`config.mk`:
```
export PLATFORM = sky130hd
export DESIGN_NAME = spi_brg
export DESIGN_NICKNAME = d
export VERILOG_FILES = /design/src/rtl/spi_brg_pkg.sv /design/src/rtl/spi_brg_prescaler.sv /design/src/rtl/spi_brg_divider.sv /design/src/rtl/spi_brg.sv
export SDC_FILE = /design/constraint.sdc
export NUM_CORES = 1
export LEC_CHECK = 0
export ABC_AREA = 1
export CAP_MARGIN = 10
export CORE_ASPECT_RATIO = 1.1
export CORE_MARGIN = 4
export CORE_UTILIZATION = 41
export CTS_CLUSTER_DIAMETER = 100
export CTS_CLUSTER_SIZE = 30
export DETAILED_ROUTE_END_ITERATION = 10
export PLACE_DENSITY_LB_ADDON = 0.3
export SYNTH_ARGS = -nofsm -noshare
export SYNTH_HDL_FRONTEND = slang
export SYNTH_SLANG_ARGS = --single-unit
```
`constraint.sdc`:
```
create_clock -name clk -period 1.7 [get_ports clk]
set_input_delay 0.255 -clock clk [delete_from_list [all_inputs] [get_ports clk]]
set_output_delay 0.255 -clock clk [all_outputs]
set_load 0.02 [all_outputs]
```
`src/rtl/spi_brg_pkg.sv`:
```
package spi_brg_pkg;
    localparam int BRG_SEL_W      = 3;
    localparam int BRG_FRAME_BITS = 8;
endpackage

```
`src/rtl/spi_brg_prescaler.sv`:
```
module spi_brg_prescaler #(
    parameter int SEL_W = 3
) (
    input  logic             clk,
    input  logic             rst_n,
    input  logic             clr,
    input  logic             run,
    input  logic [SEL_W-1:0] sel,
    output logic             stb
);
    logic [SEL_W-1:0] cnt_d, cnt_q;

    assign stb = run && (cnt_q == sel);

    always_comb begin
        cnt_d = cnt_q;
        if (clr)
            cnt_d = '0;
        else if (run)
            cnt_d = stb ? '0 : cnt_q + 1'b1;
    end

    always_ff @(posedge clk or negedge rst_n) begin
        if (!rst_n) cnt_q <= '0;
        else        cnt_q <= cnt_d;
    end

    AST_PRE_BOUND: assert property (@(posedge clk) disable iff (!rst_n)
        run |-> cnt_q <= sel);
endmodule

```
`src/rtl/spi_brg_divider.sv`:
```
module spi_brg_divider #(
    parameter int SEL_W = 3
) (
    input  logic             clk,
    input  logic             rst_n,
    input  logic             clr,
    input  logic             adv,
    input  logic [SEL_W-1:0] sel,
    output logic             tick
);
    localparam int CW = (1 << SEL_W) - 1;

    logic [CW-1:0] cnt_d, cnt_q;
    logic [CW-1:0] last;

    assign last = ~({CW{1'b1}} << sel);
    assign tick = adv && (cnt_q == last);

    always_comb begin
        cnt_d = cnt_q;
        if (clr)
            cnt_d = '0;
        else if (adv)
            cnt_d = tick ? '0 : cnt_q + 1'b1;
    end

    always_ff @(posedge clk or negedge rst_n) begin
        if (!rst_n) cnt_q <= '0;
        else        cnt_q <= cnt_d;
    end

    AST_DIV_BOUND: assert property (@(posedge clk) disable iff (!rst_n)
        !clr |-> cnt_q <= last);
endmodule

```
`src/rtl/spi_brg.sv`:
```
module spi_brg
    import spi_brg_pkg::*;
#(
    parameter int SEL_W      = BRG_SEL_W,
    parameter int FRAME_BITS = BRG_FRAME_BITS
) (
    input  logic             clk,
    input  logic             rst_n,
    input  logic             en,
    input  logic             master,
    input  logic             cpol,
    input  logic [SEL_W-1:0] presc_sel,
    input  logic [SEL_W-1:0] div_sel,
    input  logic             start,
    output logic             busy,
    output logic             half_tick,
    output logic             sck
);
    localparam int TICKS = 2 * FRAME_BITS;
    localparam int TCW   = $clog2(TICKS + 1);

    typedef struct packed {
        logic             busy;
        logic             phase;
        logic             tick;
        logic [TCW-1:0]   nticks;
        logic [SEL_W-1:0] psel;
        logic [SEL_W-1:0] dsel;
    } brg_state_t;

    brg_state_t st_d, st_q;
    logic active, pre_stb, div_tick;

    assign active = en && master;

    spi_brg_prescaler #(.SEL_W(SEL_W)) u_pre (
        .clk   (clk),
        .rst_n (rst_n),
        .clr   (!st_q.busy),
        .run   (st_q.busy),
        .sel   (st_q.psel),
        .stb   (pre_stb)
    );

    spi_brg_divider #(.SEL_W(SEL_W)) u_div (
        .clk   (clk),
        .rst_n (rst_n),
        .clr   (!st_q.busy),
        .adv   (pre_stb),
        .sel   (st_q.dsel),
        .tick  (div_tick)
    );

    always_comb begin
        st_d      = st_q;
        st_d.tick = 1'b0;
        if (!active) begin
            st_d.busy   = 1'b0;
            st_d.phase  = 1'b0;
            st_d.nticks = '0;
        end else if (!st_q.busy) begin
            if (start) begin
                st_d.busy   = 1'b1;
                st_d.phase  = 1'b0;
                st_d.nticks = '0;
                st_d.psel   = presc_sel;
                st_d.dsel   = div_sel;
            end
        end else if (div_tick) begin
            st_d.tick   = 1'b1;
            st_d.phase  = ~st_q.phase;
            st_d.nticks = st_q.nticks + 1'b1;
            if (st_q.nticks == TCW'(TICKS - 1))
                st_d.busy = 1'b0;
        end
    end

    always_ff @(posedge clk or negedge rst_n) begin
        if (!rst_n) st_q <= '0;
        else        st_q <= st_d;
    end

    assign busy      = st_q.busy;
    assign half_tick = st_q.tick;
    assign sck       = cpol ^ st_q.phase;

    AST_TICK_IN_FRAME: assert property (@(posedge clk) disable iff (!rst_n)
        st_q.tick |-> $past(st_q.busy));
    AST_TICK_LIMIT: assert property (@(posedge clk) disable iff (!rst_n)
        st_q.nticks <= TCW'(TICKS));
    AST_IDLE_LEVEL: assert property (@(posedge clk) disable iff (!rst_n)
        !st_q.busy |-> sck == cpol);
    AST_MODE_DROP: assert property (@(posedge clk) disable iff (!rst_n)
        !active |=> !st_q.busy);
    AST_SEL_HELD: assert property (@(posedge clk) disable iff (!rst_n)
        (st_q.busy && $past(st_q.busy)) |-> ($stable(st_q.psel) && $stable(st_q.dsel)));
endmodule

```
==> impl_metrics.json, run 1 <==
{
  "yosysUniqueCellTypes": 25,
  "cts-root-buf": "clkbuf_4",
  "initial_utilization": 0.4329,
  "area_delta_synth_final_pct": 16.00,
  "period_needed_ps": 1582,
  "chipWidth_um": 65.24,
  "clkTransAtPathRegs_ps": 130,
  "wirelength_um": 2776,
  "setup_slack_ps": 118.3,
  "cp_top_family": "buffers and inverters",
  "cts_tree": "built",
  "dp_slack_ps": -41.31,
  "cp_num_buf_inv": 1,
  "synth-seq-area-share": 0.4064,
  "worst_hold_slack_ps": 297.5,
  "rsz0062_at_grt": "false",
  "fp.dieH_um": 70.97,
  "diodes": 0,
  "antenna_left": 0,
  "nets": 206,
  "path_class": "reg2out",
  "cts_hold_buf": 0,
  "dieArea_um2": 4630,
  "worstHoldPathType": "in2async",
  "drive_above_1_share": 0.1905,
  "worstMarginPinSlew_ps": 391.2,
  "grt_start_max_net_pins": 25,
  "io_pins": 15,
  "grtUsageTotal": 0.1354,
  "critPathMaxFanout": 4,
  "arrival_ps": 1330,
  "post-route-util": 0.5022,
  "core_area_um2": 3413,
  "portBuffers": 14,
  "relSlewSlack": 0.7383,
  "skew_ps": 4.605,
  "netlist_area_um2": 1478,
  "place_congestion": 0.7975,
  "finalMaxSlewViolations": 0,
  "grt_overflow": 0,
  "grt_pass1_wl_um": 5223,
  "wl_per_cell_um": 11.71,
  "crit_slowest_cell": "clkdlybuf4s50_1",
  "crit_required_ps": 1440,
  "vias": 1196,
  "design_area_um2": 1714,
  "numCtsBuffers": 3,
  "vias_per_cell": 5.046,
  "clk_latency_ps": 310,
  "antenna_found_initial": 0,
  "synth_fp_nets": 186,
  "fin_setup_tns_ps": 0,
  "crit_chain": "clkdlybuf4s50_1",
  "critPathMaxStageDelay_ps": 620,
  "syn_area_per_cell_um2": 8.692,
  "place_hpwl_um": 2192,
  "fin_crit_sh": 0.9304,
  "clock_sinks": 24,
  "grt_pass1_vias": 1252,
  "endpoint_kind": "output port",
  "firstDrtPassIters": 4,
  "rows": 22,
  "power_mw": 1.192,
  "clockBufferDepth": 2,
  "drc": 0,
  "setup_viol": 0,
  "finalHoldViolations": 0,
  "multi_input_area_um2": 765.7,
  "syn_inst": 170,
  "outcome": "complete, no violations",
  "regArea_um2": 601.8,
  "cp-start-kind": "register",
  "peakVddDrop_mv": 0.4409,
  "synth_seq_cells": 24,
  "ys_warn_count": 0,
  "n_fill_cell": 350,
  "cts.htree.levels": 1,
  "fmax_ghz": 0.6322,
  "p_leak_nw": 0.8319,
  "power_density_nw_per_um2": 695.2,
  "drt_iter0_markers": 45,
  "dp.cells": 233,
  "final_cell_count_no_fill": 237,
  "drv_cap": 0,
  "placedInstanceArea_um2": 1678
}
## cell type report
type | count | area share
Timing Repair Buffer | 17 | 0.09416
Inverter | 23 | 0.05182
Tap cell | 48 | 0.03504
Sequential cell | 24 | 0.3511
Multi-Input combinational cell | 121 | 0.4467
Clock buffer | 4 | 0.02117
## registers in the layout, indices dropped and copies added (netlist names)
name / flops
busy: 1
st_q: 12
half_tick: 1
u_pre.cnt_q: 3
u_div.cnt_q: 7
## kinds of logic after synthesis
kind of cell	share of synthesized area
xor+xnor	0.07705
compound gates	0.05927
mux	0.02286
buf+inv	0.07536
fa+ha+maj	0.03387
simple gates	0.3251
flops	0.4064
## cell usage after synthesis
| cell | instances | area share |
|---|---|---|
| xnor2_1 | 6 | 0.036 |
| nor2_2 | 2 | 0.0085 |
| buf_6 | 2 | 0.015 |
| nand4_1 | 7 | 0.030 |
| clkinv_1 | 1 | 0.0025 |
| inv_2 | 2 | 0.0051 |
| nand2_1 | 33 | 0.084 |
| nand2_4 | 2 | 0.015 |
| o21ai_1 | 3 | 0.010 |
| nor2_4 | 2 | 0.015 |
| nor3_1 | 1 | 0.0034 |
| nand3_1 | 20 | 0.068 |
| inv_4 | 1 | 0.0042 |
| ha_1 | 4 | 0.034 |
| nand2_2 | 4 | 0.017 |
| o21ai_2 | 6 | 0.036 |
| mux2_2 | 3 | 0.023 |
| nand3b_1 | 1 | 0.0051 |
| a21oi_1 | 4 | 0.014 |
| nor2_8 | 2 | 0.027 |
| inv_1 | 19 | 0.048 |
| dfrtp_1 | 24 | 0.41 |
| nand3_2 | 4 | 0.027 |
| nor2_1 | 10 | 0.025 |
| xor2_1 | 7 | 0.041 |
## metal layers
layer  up-vias  GRT usage  share of wire
li1        590          -              -
met1       582     0.1752           0.45
met2        22     0.2328           0.51
met3         2    0.02222          0.028
met4         0    0.03456         0.0076
met5         -          0              0
## where the power goes
part	leakage [nW]	internal (mW)	switching, mW	total [mW]
clock	0.0210	0.131	0.163	0.293
combinational	0.493	0.102	0.144	0.246
sequential	0.317	0.603	0.0491	0.652
total	0.832	0.836	0.356	1.19
## path summary, 6_finish.rpt
path	from	endpoint	slack (ps)	depth (start not counted)
max in group asynchronous	rst_n	st_q[2]	1150	2
min reg2reg	u_pre.cnt_q[0]	u_pre.cnt_q[0]	500	1
min	rst_n	u_div.cnt_q[6]	300	2
max	busy	busy	120	1
max reg2reg	st_q[4]	st_q[10]	230	6
min in group clk	u_pre.cnt_q[0]	u_pre.cnt_q[0]	500	1
## timing repair
action | in CTS | in global routing
gates resized for setup | 1 | 1
pin swaps | 0 | 0
setup buffers | 0 | 0
setup endpoints to repair | 1 | 13
## layout by cell type (no fill, tap or decap), types with 6 or more instances in the layout
| cell type | n |
|---|---|
| o21ai_2 | 6 |
| inv_1 | 19 |
| dfrtp_1 | 23 |
| clkdlybuf4s50_1 | 13 |
| nand3_1 | 20 |
| xnor2_1 | 6 |
| nor2_1 | 10 |
| nand2_1 | 33 |
| xor2_1 | 7 |
| nand4_1 | 7 |
Note: power is estimated with default switching activity, not from simulation.
==> inputs of run 2 (changes only) <==
- CELL_PAD_IN_SITES_DETAIL_PLACEMENT: not set -> 1
- CELL_PAD_IN_SITES_GLOBAL_PLACEMENT: not set -> 1
==> run 2 against run 1 <==
Sequential cell count stayed put. Critical path depth stayed put. Register-to-register slack worse by 90 ps. Routed wire length is 17% higher. Sequential share of layout area is 0.41 points lower.
==> impl_metrics.json, run 2 (same netlist as run 1, synthesis figures left out) <==
{
  "crit_chain": "clkdlybuf4s50_1",
  "top_usage_layer": "met2",
  "p_switching_mw": 0.3728,
  "numCtsBuffers": 3,
  "met2_usage": 0.3026,
  "core_area_um2": 3413,
  "arrival_ps": 1350,
  "rsz0062_at_grt": "false",
  "drt_iter0_markers": 58,
  "finalHoldViolations": 0,
  "dieArea_um2": 4630,
  "p_leak_nw": 0.8417,
  "crit_required_ps": 1440,
  "peakVddDrop_mv": 0.3333,
  "cts.htree.levels": 1,
  "grt_pass1_wl_um": 5789,
  "grt_util_met1": 0.1794,
  "clock_sinks": 24,
  "power_frac_seq": 0.531,
  "worstMarginPinSlew_ps": 411.9,
  "cp-start-kind": "register",
  "p_comb_frac": 0.225,
  "critPathMaxFanout": 4,
  "cp_num_buf_inv": 1,
  "clkTransAtPathRegs_ps": 130,
  "diodes": 0,
  "clockBufferDepth": 2,
  "vias_per_cell": 5.076,
  "cts_hold_buf": 0,
  "setup_viol": 0,
  "path_class": "reg2out",
  "chipWidth_um": 65.24,
  "fmax_ghz": 0.6249,
  "rr_startpoint": "st_q[2]",
  "rows": 22,
  "drv_cap": 0,
  "critPathMaxStageDelay_ps": 620,
  "io_pins": 15,
  "fp.dieH_um": 70.97,
  "reg2reg_depth": 9,
  "antenna_left": 0,
  "firstDrtPassIters": 4,
  "finalMaxSlewViolations": 0,
  "portBuffers": 14,
  "cts_tree": "built",
  "outcome": "complete, no violations",
  "power_density_nw_per_um2": 706.2,
  "p_sw_frac": 0.3044,
  "initial_utilization": 0.4329,
  "endpoint_kind": "output port",
  "use_met3": 0.02381,
  "clk_latency_ps": 310,
  "cp_top_family": "buffers and inverters",
  "power_frac_clock": 0.244,
  "grt_start_max_net_pins": 25,
  "grt_overflow": 0,
  "grtUsageTotal": 0.1574,
  "relSlewSlack": 0.7244,
  "crit_slowest_cell": "clkdlybuf4s50_1",
  "final_common_cell": "nand2_1",
  "power_mw": 1.225,
  "nets": 207,
  "drc": 0,
  "post_cts_buffers": 0,
  "period_needed_ps": 1600,
  "fin_crit_sh": 0.9414,
  "post-route-util": 0.5081,
  "skew_ps": 2.063,
  "r2r_slack_ps": 140,
  "p_int_mw": 0.8519,
  "largest_reg_flops": 12,
  "wirelength_um": 3239,
  "final_cell_mix": "nand2_1, dfrtp_1, nand3_1, inv_1, clkdlybuf4s50_1",
  "r2r_end": "st_q[8]",
  "drive_above_1_share": 0.1947,
  "place_hpwl_um": 2641,
  "wl_per_cell_um": 13.61,
  "reg_top3": "st_q (12), u_div.cnt_q (7), u_pre.cnt_q (3)",
  "vias": 1208,
  "antenna_found_initial": 0,
  "area_delta_synth_final_pct": 17.36,
  "place_congestion": 0.7513,
  "cts-root-buf": "clkbuf_4",
  "grt_pass1_vias": 1295,
  "largest-register": "st_q",
  "worstHoldPathType": "in2async"
}
## run 2: per-stage QoR
step | hold slack [ps] | cells | instance area, um^2 | TNS (ps) | setup slack [ps]
6_report | 286.3 | 238 | 1734 | 0 | 99.65
4_1_cts | 279.1 | 238 | 1733 | 0 | 66.54
3_5_place_dp | 489.0 | 234 | 1698 | -52.62 | -52.62
3_3_place_gp | 475.2 | 234 | 1698 | -45.67 | -45.67
5_1_grt | 285.9 | 238 | 1734 | 0 | 3.792
2_1_floorplan | -40.59 | 170 | 1478 | 0 | 393.1
## run 2: area by class of cell
cell class | instances | area, um^2
Inverter | 23 | 88.84
Sequential cell | 24 | 601.8
Fill cell | 430 | 1679
Tap cell | 48 | 60.06
Timing Repair Buffer | 18 | 181.4
Clock buffer | 4 | 36.28
Multi-Input combinational cell | 121 | 765.7
## run 2: what timing repair did
item                       CTS  global route
resized for setup            1             1
setup endpoints to repair    1             5
gates cloned                 0             0
## run 2: power by group through the flow
stage               Clock [mW]  Combinational (mW)  Sequential [mW]
floorplan                    0               0.207            0.637
global placement             0               0.264            0.657
detailed placement           0               0.282            0.662
CTS                      0.317               0.283            0.650
global route             0.341               0.313            0.658
finish                   0.298               0.276            0.650
## run 2: layer usage
metal / wire, um / vias up
met5: 0 / -
met4: 27 / 0
met3: 52 / 4
met2: 1838 / 10
met1: 1320 / 605
li1: - / 589
## run 2: worst max-delay path by stage
stage / startpoint / end / cells past startpoint
detailed placement: cpol / sck / 3
global route: st_q[2] / st_q[8] / 9
floorplan: st_q[2] / busy / 11
global placement: cpol / sck / 3
finish: busy / busy / 1
CTS: busy / busy / 1
==> inputs of run 3 (changes only) <==
- REMOVE_ABC_BUFFERS: not set -> 1
==> run 3 against run 2 <==
Global-route usage decreased by 0.14 points. Clock skew increased by 19 ps. Non-clock buffer count unchanged. Hold slack got worse by 16 ps. Highest routed layer unchanged.
==> impl_metrics.json, run 3 (same netlist as run 1, synthesis figures left out) <==
{
  "outcome": "complete, no violations",
  "initial_utilization": 0.4329,
  "post-route-util": 0.5007,
  "worstMarginPinSlew_ps": 426.7,
  "critPathMaxStageDelay_ps": 620,
  "design_area_um2": 1709,
  "arrival_ps": 1360,
  "final_common_cell": "nand2_1",
  "wirelength_um": 3302,
  "fin_setup_tns_ps": 0,
  "relSlewSlack": 0.7145,
  "fin_crit_sh": 0.9490,
  "place_hpwl_um": 2564,
  "power_density_nw_per_um2": 686.3,
  "grt_pass1_vias": 1223,
  "cp-start-kind": "register",
  "drive_above_1_share": 0.1958,
  "nets": 207,
  "core_area_um2": 3413,
  "largest_reg_flops": 12,
  "grt_pass1_wl_um": 5678,
  "firstDrtPassIters": 4,
  "rows": 22,
  "dieArea_um2": 4630,
  "grt_overflow": 0,
  "fp.dieH_um": 70.97,
  "finalMaxSlewViolations": 0,
  "reg_top3": "st_q (12), u_div.cnt_q (7), u_pre.cnt_q (3)",
  "io_pins": 15,
  "final_cell_mix": "nand2_1, dfrtp_1, nand3_1, inv_1, clkdlybuf4s50_1",
  "clkTransAtPathRegs_ps": 150,
  "area_delta_synth_final_pct": 15.66,
  "finalHoldViolations": 0,
  "p_leak_nw": 0.8285,
  "cts-root-buf": "clkbuf_4",
  "chipWidth_um": 65.24,
  "n_fill_cell": 429,
  "crit_chain": "clkdlybuf4s50_1",
  "crit_slowest_cell": "clkdlybuf4s50_1",
  "cts.htree.levels": 1,
  "endpoint_kind": "output port",
  "dp.cells": 233,
  "placedInstanceArea_um2": 1678,
  "antenna_left": 0,
  "cp_num_buf_inv": 1,
  "vias": 1188,
  "cts_tree": "built",
  "largest-register": "st_q",
  "period_needed_ps": 1613,
  "place_congestion": 0.7571,
  "setup_viol": 0,
  "path_class": "reg2out",
  "clock_sinks": 24,
  "crit_required_ps": 1440,
  "cts_hold_buf": 0,
  "clk_latency_ps": 320,
  "worst_hold_slack_ps": 270.7,
  "portBuffers": 14,
  "final_cell_count_no_fill": 237,
  "critPathMaxFanout": 4,
  "drt_iter0_markers": 45,
  "grtUsageTotal": 0.1560,
  "peakVddDrop_mv": 0.3575,
  "wl_per_cell_um": 13.93,
  "drc": 0,
  "vias_per_cell": 5.013,
  "grt_start_max_net_pins": 25,
  "diodes": 0,
  "numCtsBuffers": 3,
  "skew_ps": 20.88,
  "worstHoldPathType": "in2async",
  "clockBufferDepth": 2,
  "antenna_found_initial": 0,
  "fmax_ghz": 0.6199,
  "drv_cap": 0,
  "cp_top_family": "buffers and inverters"
}
==> run 3: cell types whose count changed in the layout (fill, tap and decap cells not counted), sizes merged <==
cell    change
clkbuf      -1
==> run 3: path summary, 6_finish.rpt <==
kind | from | endpoint | slack [ps] | cells past startpoint
worst max register to register | st_q[2] | st_q[12] | 120 | 8
worst min register to register | u_pre.cnt_q[0] | u_pre.cnt_q[0] | 520 | 1
max in group asynchronous | rst_n | st_q[7] | 1160 | 2
worst min-delay path | rst_n | st_q[3] | 270 | 2
min in group clk | div_sel[2] | st_q[2] | 480 | 3
worst max-delay path | busy | busy | 90 | 1
==> run 3: layer usage <==
metal,global-route usage,vias to the layer above,share of wire
li1,-,590,-
met1,0.1939,577,0.44
met2,0.2745,17,0.53
met3,0.02063,4,0.021
met4,0.05300,0,0.010
met5,0,-,0
==> run 3: where the power goes <==
part | internal [mW] | total, mW | leakage (nW) | switching [mW]
clock network | 0.0829 | 0.257 | 0.0138 | 0.174
registers | 0.604 | 0.655 | 0.317 | 0.0512
logic | 0.107 | 0.261 | 0.498 | 0.153
total | 0.794 | 1.17 | 0.829 | 0.379
==> run 3: cell type report <==
| class | count | area (um^2) | area share |
|---|---|---|---|
| Sequential cell | 24 | 603.1 | 0.3529 |
| Tap cell | 48 | 60.06 | 0.03514 |
| Inverter | 23 | 88.84 | 0.05198 |
| Multi-Input combinational cell | 121 | 765.7 | 0.4480 |
| Clock buffer | 3 | 22.52 | 0.01318 |
| Timing Repair Buffer | 18 | 168.9 | 0.09883 |
==> run 3: metrics by stage <==
stage / setup WS, ps / total power [mW]
finish: 86.72 / 1.173
global route: -30.93 / 1.261
CTS: 1.464 / 1.173
detailed placement: -44.59 / 0.9198
global placement: -36.09 / 0.9020
floorplan: 314.7 / 0.8245
==> run 3: what timing repair did <==
action / 4_1_cts / 5_1_grt
resized for setup: 1 / 2
setup buffers: 0 / 1
endpoints found under the setup margin: 1 / 15
